[config.mk]
export PLATFORM = sky130hd
export DESIGN_NAME = cdt_timer
export DESIGN_NICKNAME = d
export VERILOG_FILES = /design/src/rtl/cdt_pkg.sv /design/src/rtl/cdt_ctrl_reg.sv /design/src/rtl/cdt_rate_select.sv /design/src/rtl/cdt_down_counter.sv /design/src/rtl/cdt_pulse_shaper.sv /design/src/rtl/cdt_timer.sv
export SDC_FILE = /design/constraint.sdc
export NUM_CORES = 1
export LEC_CHECK = 0
export ABC_AREA = 1
export BUFFER_PORTS_ARGS = -buffer_cell sky130_fd_sc_hd__buf_2
export CORE_MARGIN = 3
export CORE_UTILIZATION = 59
export CTS_BUF_LIST = sky130_fd_sc_hd__clkbuf_4 sky130_fd_sc_hd__clkbuf_8
export DETAILED_ROUTE_END_ITERATION = 10
export PLACE_DENSITY_LB_ADDON = 0.08
export SYNTH_ARGS = -nofsm -noshare
export SYNTH_HDL_FRONTEND = slang
export SYNTH_SLANG_ARGS = --single-unit
[constraint.sdc]
create_clock -name clk -period 2.89 [get_ports clk]
set_input_delay 0.578 -clock clk [delete_from_list [all_inputs] [get_ports clk]]
set_output_delay 0.578 -clock clk [all_outputs]
set_load 0.05 [all_outputs]
[src/rtl/cdt_pkg.sv]
`timescale 1ns/1ps
package cdt_pkg;
  typedef enum logic [1:0] {
    SRC_4096  = 2'b00,
    SRC_64    = 2'b01,
    SRC_1     = 2'b10,
    SRC_60TH  = 2'b11
  } src_sel_e;

  localparam int NUM_RATES = 4;
endpackage

[src/rtl/cdt_ctrl_reg.sv]
`timescale 1ns/1ps
module cdt_ctrl_reg
  import cdt_pkg::*;
#(
  parameter int REG_W = 8
) (
  input  logic             clk,
  input  logic             rst,
  input  logic             wr,
  input  logic [REG_W-1:0] wdata,
  output logic             en,
  output src_sel_e         sel,
  output logic [REG_W-1:0] rdata
);
  logic unused_mid_bits;
  assign unused_mid_bits = ^wdata[REG_W-2:2];

  always_ff @(posedge clk) begin
    if (rst) begin
      en  <= 1'b0;
      sel <= SRC_60TH;
    end else if (wr) begin
      en  <= wdata[REG_W-1];
      sel <= src_sel_e'(wdata[1:0]);
    end
  end

  always_comb begin
    rdata          = '0;
    rdata[REG_W-1] = en;
    rdata[1:0]     = sel;
  end
endmodule

[src/rtl/cdt_rate_select.sv]
`timescale 1ns/1ps
module cdt_rate_select
  import cdt_pkg::*;
(
  input  logic [NUM_RATES-1:0] rate_stb,
  input  src_sel_e             sel,
  output logic                 sel_stb
);
  logic [NUM_RATES-1:0] hit;

  for (genvar g = 0; g < NUM_RATES; g++) begin : g_hit
    assign hit[g] = rate_stb[g] && (sel == src_sel_e'(g));
  end

  assign sel_stb = |hit;
endmodule

[src/rtl/cdt_down_counter.sv]
`timescale 1ns/1ps
module cdt_down_counter #(
  parameter int W = 8
) (
  input  logic         clk,
  input  logic         rst,
  input  logic         run,
  input  logic         stb,
  input  logic         ld_wr,
  input  logic [W-1:0] ld_data,
  output logic [W-1:0] cnt,
  output logic [W-1:0] load,
  output logic         done,
  output logic         load_one
);
  logic tick;

  assign tick     = run && stb && (load != '0);
  assign done     = tick && (cnt == W'(1)) && !ld_wr;
  assign load_one = (load == W'(1));

  always_ff @(posedge clk) begin
    if (rst) begin
      cnt  <= '0;
      load <= '0;
    end else if (ld_wr) begin
      load <= ld_data;
      cnt  <= ld_data;
    end else if (tick) begin
      if (cnt <= W'(1)) cnt <= load;
      else              cnt <= cnt - W'(1);
    end
  end
endmodule

[src/rtl/cdt_pulse_shaper.sv]
`timescale 1ns/1ps
module cdt_pulse_shaper
  import cdt_pkg::*;
#(
  parameter int PW_W        = 8,
  parameter int PW_FAST_ONE = 1,
  parameter int PW_FAST     = 2,
  parameter int PW_MID_ONE  = 64,
  parameter int PW_MID      = 128,
  parameter int PW_SLOW     = 128
) (
  input  logic     clk,
  input  logic     rst,
  input  logic     en,
  input  logic     done,
  input  src_sel_e sel,
  input  logic     load_one,
  input  logic     ref_stb,
  output logic     pulse
);
  logic [PW_W-1:0] width;
  logic [PW_W-1:0] rem;

  always_comb begin
    case (sel)
      SRC_4096: width = load_one ? PW_W'(PW_FAST_ONE) : PW_W'(PW_FAST);
      SRC_64:   width = load_one ? PW_W'(PW_MID_ONE)  : PW_W'(PW_MID);
      default:  width = PW_W'(PW_SLOW);
    endcase
  end

  always_ff @(posedge clk) begin
    if (rst || !en) begin
      pulse <= 1'b0;
      rem   <= '0;
    end else if (done) begin
      pulse <= 1'b1;
      rem   <= width;
    end else if (pulse && ref_stb) begin
      if (rem <= PW_W'(1)) begin
        pulse <= 1'b0;
        rem   <= '0;
      end else begin
        rem <= rem - PW_W'(1);
      end
    end
  end
endmodule

[src/rtl/cdt_timer.sv]
`timescale 1ns/1ps
module cdt_timer
  import cdt_pkg::*;
#(
  parameter int CNT_W       = 8,
  parameter int PW_FAST_ONE = 1,
  parameter int PW_FAST     = 2,
  parameter int PW_MID_ONE  = 64,
  parameter int PW_MID      = 128,
  parameter int PW_SLOW     = 128
) (
  input  logic             clk,
  input  logic             rst,
  input  logic             rate_4096_stb,
  input  logic             rate_64_stb,
  input  logic             rate_1_stb,
  input  logic             rate_sixtieth_stb,
  input  logic             ref_8192_stb,
  input  logic             ctl_wr,
  input  logic [7:0]       ctl_wdata,
  output logic [7:0]       ctl_rdata,
  input  logic             val_wr,
  input  logic [CNT_W-1:0] val_wdata,
  output logic [CNT_W-1:0] val_rdata,
  input  logic             flag_wr,
  input  logic             flag_keep,
  output logic             timer_flag,
  output logic             irq_pulse
);
  localparam int PW_MAX_A = (PW_FAST > PW_FAST_ONE) ? PW_FAST : PW_FAST_ONE;
  localparam int PW_MAX_B = (PW_MID > PW_MID_ONE) ? PW_MID : PW_MID_ONE;
  localparam int PW_MAX_C = (PW_MAX_A > PW_MAX_B) ? PW_MAX_A : PW_MAX_B;
  localparam int PW_MAX   = (PW_MAX_C > PW_SLOW) ? PW_MAX_C : PW_SLOW;
  localparam int PW_W     = $clog2(PW_MAX + 1);

  logic                 en_q;
  src_sel_e             sel_q;
  logic [NUM_RATES-1:0] rate_vec;
  logic                 sel_stb;
  logic [CNT_W-1:0]     cnt_q;
  logic [CNT_W-1:0]     load_q;
  logic                 done;
  logic                 load_one;

  assign rate_vec = {rate_sixtieth_stb, rate_1_stb, rate_64_stb, rate_4096_stb};

  cdt_ctrl_reg #(.REG_W(8)) u_ctrl (
    .clk   (clk),
    .rst   (rst),
    .wr    (ctl_wr),
    .wdata (ctl_wdata),
    .en    (en_q),
    .sel   (sel_q),
    .rdata (ctl_rdata)
  );

  cdt_rate_select u_rsel (
    .rate_stb (rate_vec),
    .sel      (sel_q),
    .sel_stb  (sel_stb)
  );

  cdt_down_counter #(.W(CNT_W)) u_cnt (
    .clk      (clk),
    .rst      (rst),
    .run      (en_q),
    .stb      (sel_stb),
    .ld_wr    (val_wr),
    .ld_data  (val_wdata),
    .cnt      (cnt_q),
    .load     (load_q),
    .done     (done),
    .load_one (load_one)
  );

  cdt_pulse_shaper #(
    .PW_W        (PW_W),
    .PW_FAST_ONE (PW_FAST_ONE),
    .PW_FAST     (PW_FAST),
    .PW_MID_ONE  (PW_MID_ONE),
    .PW_MID      (PW_MID),
    .PW_SLOW     (PW_SLOW)
  ) u_pulse (
    .clk      (clk),
    .rst      (rst),
    .en       (en_q),
    .done     (done),
    .sel      (sel_q),
    .load_one (load_one),
    .ref_stb  (ref_8192_stb),
    .pulse    (irq_pulse)
  );

  // Sticky flag: AND-type clear, a countdown end wins over a clear.
  always_ff @(posedge clk) begin
    if (rst) timer_flag <= 1'b0;
    else     timer_flag <= (timer_flag && (!flag_wr || flag_keep)) || done;
  end

  assign val_rdata = cnt_q;
endmodule

==> results of run 1 <==
==> area by class of cell <==
type,count,share of cell area
inverter,37,0.06719
timing repair buffer,34,0.08232
clock buffer,7,0.02845
multi-input combinational,216,0.5157
tap,42,0.02542
sequential,29,0.2809
==> path summary, 6_finish.rpt <==
check              endpoint  cells past startpoint    startpoint  slack [ps]
min reg2reg      timer_flag                      2    timer_flag         490
max reg2reg  u_pulse.rem[1]                      8  u_cnt.cnt[0]        1180
min               u_ctrl.en                      3  ctl_wdata[7]         480
max          u_pulse.rem[1]                      9        val_wr        1050
==> cells by family after synthesis <==
| family | Yosys count | synth area share |
|---|---|---|
| other cells | 1 | 0.002025 |
| fa+ha+maj | 4 | 0.02703 |
| simple gates | 146 | 0.3540 |
| xor+xnor | 7 | 0.03311 |
| flops | 29 | 0.3135 |
| buf+inv | 48 | 0.1189 |
| compound gates | 54 | 0.1514 |
==> critical path: stages <==
cell and delay, ps:
buf_2 220, inv_2 250, nand3_2 110, nor2_2 170, nand3_2 240, nand2_2 250
o21ai_1 90, nor2_1 90, nor2_1 40
==> power groups by stage <==
| stage | clock (uW) | sequential (uW) | combinational [uW] |
|---|---|---|---|
| after floorplan | 0 | 495 | 162 |
| after global placement | 0 | 450 | 257 |
| after detailed placement | 0 | 450 | 258 |
| after CTS | 268 | 441 | 259 |
| after global routing | 285 | 445 | 291 |
| final | 263 | 441 | 260 |
==> synth_stat cells <==
master,n,area [sq um]
dfxtp_1,29,580.6
a21oi_2,1,8.760
nand3_1,17,85.08
nor3_1,1,5.000
nor2_1,44,165.2
buf_6,2,22.52
o21ai_2,1,8.760
o21ai_1,2,10.01
nand2_2,5,31.28
buf_2,2,10.01
inv_2,6,22.52
o21ai_0,24,120.1
inv_1,31,116.4
a21oi_1,25,125.1
nor2_4,4,45.04
nor2_2,4,25.02
nor3b_1,1,7.510
nand4_1,4,25.02
clkbuf_1,1,3.750
xor2_1,5,43.79
nand2_1,63,236.5
xnor2_1,2,17.52
conb_1,1,3.750
buf_4,6,45.04
ha_1,4,50.05
o21a_1,1,7.510
nand3_2,3,30.03
==> metal layers <==
layer	up-vias	GRT usage	wire (um)
met3	5	0.05165	195
met1	787	0.3208	2020
met2	50	0.3506	1694
met4	0	0.05455	37
met5	-	0	0
li1	976	-	-
==> sequential cells by signal, summed over array words and instances, names as in the netlist <==
register / flops
u_pulse.pulse: 1
u_cnt.cnt: 8
u_cnt.load: 8
timer_flag: 1
u_ctrl.sel: 2
u_pulse.rem: 8
u_ctrl.en: 1
==> per-stage QoR <==
step | hold WS [ps] | area, sq um | setup WS (ps)
final | 483.6 | 2067 | 1051
after global routing | 517.7 | 2067 | 916.8
after CTS | 476.5 | 2067 | 1067
after detailed placement | 464.4 | 2008 | 726.8
after global placement | 469.6 | 2008 | 733.6
after floorplan | 456.6 | 1867 | 1140
==> metrics, run 1 <==
status=completed; Hold Fails Final Rpt=0; Net Sw Frac=0.3560; fmax=543.7 MHz; Hold-fix buffers, CTS=0; Area Overhead vs Synth=11.62%; DRT iter0 DRCs=143; period utilization=0.6364; Cell Area, Synth=0.001852 sq mm; Sw Pwr=343.4 uW; Routed WL per cell=10.82 um; Synth Instances=289; Reg power frac=0.457; CTS tree=yes; Arr. time, crit path=2050 ps; clk sinks=29; syn avg cell area=6.408 sq um; static leakage=0.001031 uW; number of port buffers=34; commonest non-fill, non-tap cell in the layout=nand2_1; Clock Path Buffers=2; first-pass GRT wire length=6603 um; die width=62.03 um; most frequent cells in the layout=nand2_1, nor2_1, buf_2, inv_1, dfxtp_1; Routed WL=3948 um; Detail Route Antenna Nets=0; vias in the first global route=1544; Power Density=466.7 mW/mm^2; CORE AREA=0.002877 sq mm; total of max-cap violations=0; CP Launch Type=input pin; share of cells above drive strength 1=0.2012; Die H=62.03 um; CTS Buf Count=5; CTS H-tree lvls=2; peak fanout along the critical path=17; synth warn=0; TNS Setup=0 ps; Vias=1818; clock root buffer=clkbuf_4; Post-CTS Setup Repair Bufs=0; Register Area=580.6 sq um; vias per cell=4.981; Critical Path RT=3110 ps; post-CTS sizing=0; Comb power frac=0.270; row cnt=19; HPWL after DPL=2909 um; grt total ovfl=0; sequential share of the synthesized area=0.3135; placed cells=358; Die ar.=0.003847 sq mm; min-delay worst type=input pin to register; Unique masters post-synth=27; filler cell count=251; Initial Util=0.6438; CP Capture Type=register; clock-pin slew on the worst setup and hold paths=90 ps; Total Power=964.6 uW; Post-Layout Cell Count=365; diodes inserted=0; VDD IR-drop max=0.3045 mV; Remaining DRCs=0; clock network power share=0.273; final core occ=0.7186; top-level I/O count=45; Initial DRT Pass Iterations=6; Min Clock Period, post-route=1839 ps; fin. max-slew vios=0; GPL Wtd Cong=0.8485; Crit Path Class=input pin to register; clock skew=6.818 ps; GR Util All Layers=0.2273; register bit total from synthesis=29; RSZ-0062 raised after global routing=no; initial antenna violation count=0; final setup fails=0; largest net degree at the start of global routing=18; worst skew pair latency=320 ps; cell-internal power=621.2 uW; Final nets=354; Multi-input gate area=0.001066 sq mm
Note: power is estimated with default switching activity, not from simulation.
==> run 2: changes to the inputs <==
--- a/config.mk
+++ b/config.mk
@@ -8,7 +8,7 @@
 export ABC_AREA = 1
 export BUFFER_PORTS_ARGS = -buffer_cell sky130_fd_sc_hd__buf_2
 export CORE_MARGIN = 3
-export CORE_UTILIZATION = 59
+export CORE_UTILIZATION = 50
 export CTS_BUF_LIST = sky130_fd_sc_hd__clkbuf_4 sky130_fd_sc_hd__clkbuf_8
 export DETAILED_ROUTE_END_ITERATION = 10
 export PLACE_DENSITY_LB_ADDON = 0.08
==> constraint.sdc (replaced) <==
create_clock -name clk -period 1.6 [get_ports clk]
set_input_delay 0.32 -clock clk [delete_from_list [all_inputs] [get_ports clk]]
set_output_delay 0.32 -clock clk [all_outputs]
set_load 0.05 [all_outputs]
==> run 2 against run 1 <==
Net effect:
- critical endpoint is now u_pulse.rem[7]
- cell count up 3.8%
- register-to-register slack worse by 1100 ps
- largest power group unchanged
- first-iteration DRC count fell by 31%
- global-route usage decreased by 1.5 points
- combinational power rose by 100%
==> metrics, run 2 (synthesis results as in run 1) <==
number of port buffers=34; DRT iter0 DRCs=98; clock-pin slew on the worst setup and hold paths=70 ps; Largest regs=u_cnt.cnt: 8 flops, u_cnt.load: 8 flops, u_pulse.rem: 8 flops; Critical Path RT=1780 ps; Reg power frac=0.411; diodes inserted=0; Multi-input gate area=0.001112 sq mm; final setup fails=0; Final nets=363; CTS tree=yes; Initial DRT Pass Iterations=4; vias per cell=4.913; post-CTS sizing=0; Min Clock Period, post-route=1483 ps; period utilization=0.9268; fmax=674.4 MHz; total of max-cap violations=0; Power Density=872.0 mW/mm^2; min-delay worst type=input pin to register; Initial Util=0.5380; die width=66.86 um; share of cells above drive strength 1=0.2462; Area Overhead vs Synth=19.73%; Crit. Startpoint=u_cnt.cnt[1]; row cnt=21; commonest non-fill, non-tap cell in the layout=nand2_1; hold_sp=ctl_wdata[1]; CORE AREA=0.003442 sq mm; Die H=66.86 um; Crit Path Class=register to register; peak fanout along the critical path=5; worst r2r src=u_cnt.cnt[1]; vias in the first global route=1707; worst skew pair latency=290 ps; largest net degree at the start of global routing=17; Sw Pwr=709.8 uW; GR Util All Layers=0.2119; Comb power frac=0.271; Net Sw Frac=0.3672; fin. max-slew vios=0; Clock Path Buffers=2; first-pass GRT wire length=7210 um; clock skew=7.971 ps; Vias=1862; status=completed; clk sinks=29; final core occ=0.6441; CP Capture Type=register; Die ar.=0.004470 sq mm; VDD IR-drop max=0.4421 mV; Hold-fix buffers, CTS=0; CTS H-tree lvls=2; most frequent cells in the layout=nand2_1, nor2_1, buf_2, inv_1, dfxtp_1; cell-internal power=1223 uW; initial antenna violation count=0; Register Area=584.3 sq um; Detail Route Antenna Nets=0; Routed WL per cell=11.39 um; Routed WL=4318 um; clock root buffer=clkbuf_8; Hold Fails Final Rpt=0; top-level I/O count=45; clock network power share=0.319; Remaining DRCs=0; CP Launch Type=register; Post-CTS Setup Repair Bufs=0; filler cell count=357; static leakage=0.001097 uW; grt total ovfl=0; HPWL after DPL=3268 um; GPL Wtd Cong=0.9208; Arr. time, crit path=1660 ps; Total Power=1933 uW; CTS Buf Count=5
run 2: area by class of cell:
class,count,share of cell area
sequential,29,0.2635
multi-input combinational,216,0.5017
tap,46,0.02596
timing repair buffer,43,0.1072
clock inverter,3,0.007901
clock buffer,5,0.03104
inverter,37,0.06264
run 2: critical path, cell delays in order, from the launching register on:
cell and delay, ps:
dfxtp_2 320, inv_1 80, ha_1 190, nand3_2 100, nor2_4 130, nand3_4 110
buf_4 170, nand3_1 60, nand2_1 50, nor2_1 100, nor2_1 40
run 2: power by group through the flow:
stage               combinational, uW  sequential (uW)  clock (uW)
floorplan                         293              896           0
global placement                  494              810           0
detailed placement                498              811           0
CTS                               500              794         625
global route                      580              800         643
finish                            523              794         616
run 2: metal layers:
metal  up-vias  global-route usage  share of wire
li1        994                   -              -
met1       812              0.2822           0.49
met2        50              0.3342           0.45
met3         6             0.04047          0.055
met4         0             0.08354          0.011
met5         -                   0              0
run 2: worst paths after layout:
check | cells past startpoint | slack, ps | endpoint
max | 10 | 120 | u_pulse.rem[7]
min | 3 | 250 | u_ctrl.sel[1]
max reg2reg | 10 | 120 | u_pulse.rem[7]
min reg2reg | 2 | 480 | timer_flag
run 2: stage by stage:
| stage | setup TNS [ps] | instance area (sq um) | setup slack [ps] | hold slack [ps] | std cells |
|---|---|---|---|---|---|
| floorplan | 0 | 1871 | 6.556 | 419.6 | 293 |
| global placement | 0 | 2085 | 99.66 | 468.6 | 371 |
| finish | 0 | 2217 | 117.2 | 245.2 | 379 |
| detailed placement | 0 | 2085 | 62.32 | 474.0 | 371 |
| CTS | 0 | 2171 | 69.11 | 240.3 | 379 |
| global route | -3.535 | 2217 | -3.535 | 250.6 | 379 |
==> run 3: changes to the inputs <==
--- a/config.mk
+++ b/config.mk
@@ -7,11 +7,14 @@
 export LEC_CHECK = 0
 export ABC_AREA = 1
 export BUFFER_PORTS_ARGS = -buffer_cell sky130_fd_sc_hd__buf_2
+export CELL_PAD_IN_SITES_DETAIL_PLACEMENT = 1
+export CELL_PAD_IN_SITES_GLOBAL_PLACEMENT = 1
 export CORE_MARGIN = 3
-export CORE_UTILIZATION = 50
+export CORE_UTILIZATION = 34
 export CTS_BUF_LIST = sky130_fd_sc_hd__clkbuf_4 sky130_fd_sc_hd__clkbuf_8
 export DETAILED_ROUTE_END_ITERATION = 10
 export PLACE_DENSITY_LB_ADDON = 0.08
+export SKIP_LAST_GASP = 1
 export SYNTH_ARGS = -nofsm -noshare
 export SYNTH_HDL_FRONTEND = slang
 export SYNTH_SLANG_ARGS = --single-unit
==> run 3 against run 2 <==
Net effect:
- final area increased by 3.0%
- critical path depth is 1 lower
- total power rose by 5.3%
- die area is 42% higher
- largest cell class unchanged
==> metrics, run 3 (synthesis results as in run 1) <==
first-pass GRT wire length=8990 um; worst skew pair latency=290 ps; slack of the worst reg-to-reg path=130 ps; CTS Buf Count=5; Final nets=365; DRT iter0 DRCs=36; met2 wire length=2412 um; worst reg2reg endpoint=u_cnt.cnt[5]; Crit path buffers/inverters=1; row cnt=26; vias in the first global route=1905; Routed WL per cell=13.08 um; Crit Path Class=register to register; worst r2r src=u_cnt.cnt[0]; Worst Setup EP=u_cnt.cnt[5]; grt total ovfl=0; CP Capture Type=register; HPWL after DPL=4119 um; TNS Setup=0 ps; Routed WL=5299 um; length of routed met3 wiring=186 um; static leakage=0.001112 uW; Die ar.=0.006368 sq mm; worst r2r path cells=9; Die H=79.80 um; critical path depth=9; clock-pin slew on the worst setup and hold paths=70 ps; Clock Path Buffers=2; final setup fails=0; clock skew=7.635 ps; Hold-fix buffers, CTS=0; initial antenna violation count=0; clock root buffer=clkbuf_8; share of cells above drive strength 1=0.2597; commonest non-fill, non-tap cell in the layout=nand2_1; diodes inserted=0; die width=79.80 um; Power Density=890.8 mW/mm^2; clk sinks=29; Total Power=2035 uW; Detail Route Antenna Nets=0; Critical Path RT=1780 ps; placed cells=396; GR Util All Layers=0.1809; Remaining DRCs=0; Initial DRT Pass Iterations=4; Min Clock Period, post-route=1466 ps; Largest regs=u_cnt.cnt: 8 flops, u_cnt.load: 8 flops, u_pulse.rem: 8 flops; fin. max-slew vios=0; CP Launch Type=register; min-delay worst type=input pin to register; VDD IR-drop max=0.4064 mV; Area Overhead vs Synth=23.38%; Top Metal Used=met4; Crit. Startpoint=u_cnt.cnt[0]; number of port buffers=34; Vias=1891; top-level I/O count=45; vias per cell=4.669; CORE AREA=0.005172 sq mm; most frequent cells in the layout=nand2_1, nor2_1, buf_2, inv_1; Hold Fails Final Rpt=0; fmax=682.3 MHz; slowest stage cell on the critical path=dfxtp_4; total of max-cap violations=0; crit-path cells=inv_1, ha_1, nand2_2, nand2_1, nand2_4, o21a_1, nand2_1, a21oi_1, nor2_1; crit-path max cell delay=380 ps; CTS tree=yes; Post-Layout Cell Count=405; period utilization=0.9160; design area=0.002285 sq mm; status=completed; peak fanout along the critical path=9; Largest delay share family, worst path=simple AND/OR/NAND/NOR gates; Most common cell on crit path=nand2_1; Arr. time, crit path=1650 ps; CTS H-tree lvls=2; RSZ-0062 raised after global routing=yes; Initial Util=0.3580; M1 wire length=2633 um; largest net degree at the start of global routing=17; GPL Wtd Cong=0.7690; placed cell areas=0.002122 sq mm
[run 3: routing by layer]
layer / track usage / vias up
met5: 0 / -
li1: - / 998
met2: 0.2813 / 32
met1: 0.2490 / 856
met4: 0.05068 / 0
met3: 0.04176 / 5
[run 3: area by class of cell]
| type | count | area [sq um] |
|---|---|---|
| Timing Repair Buffer | 45 | 256.5 |
| Clock inverter | 1 | 5.005 |
| Clock buffer | 7 | 96.34 |
| Sequential cell | 29 | 588.1 |
| Multi-Input combinational cell | 216 | 1112 |
| Inverter | 37 | 138.9 |
| Tap cell | 70 | 87.58 |
| Fill cell | 725 | 2888 |
[run 3: worst min path at each step]
stage | start | to | cells past startpoint
after global placement | u_pulse.pulse | u_pulse.pulse | 2
after CTS | ctl_wdata[1] | u_ctrl.sel[1] | 3
after detailed placement | u_cnt.load[5] | u_cnt.load[5] | 2
after global routing | ctl_wdata[1] | u_ctrl.sel[1] | 3
after floorplan | rst | u_ctrl.sel[0] | 2
final | ctl_wdata[1] | u_ctrl.sel[1] | 3
[run 3: per-stage QoR]
step	util	setup slack (ps)	hold WS (ps)
after floorplan	-	6.556	419.6
after global placement	0.4103	14.73	470.2
after detailed placement	0.4103	23.06	482.1
after CTS	0.4299	24.64	249.2
after global routing	0.4417	-15.93	274.7
final	0.4417	134.4	252.2
[run 3: timing repair]
item | 4_1_cts | 5_1_grt
setup endpoints to repair | 0 | 17
setup buffers | 0 | 1
resized for setup | 0 | 16
[run 3: worst register-to-register path, cell delays in order (launching register included)]
cell and delay [ps]:
dfxtp_4 380, inv_1 50, ha_1 230, nand2_2 80
nand2_1 100, nand2_4 130, o21a_1 140, nand2_1 70
a21oi_1 150, nor2_1 50
[run 3: where the power goes]
group | leakage [uW] | internal [uW] | total [uW] | switching [uW]
logic | 0.000820 | 168 | 541 | 373
clock network | 0.0000542 | 389 | 696 | 308
registers | 0.000238 | 761 | 798 | 36.7
total | 0.00111 | 1320 | 2040 | 718
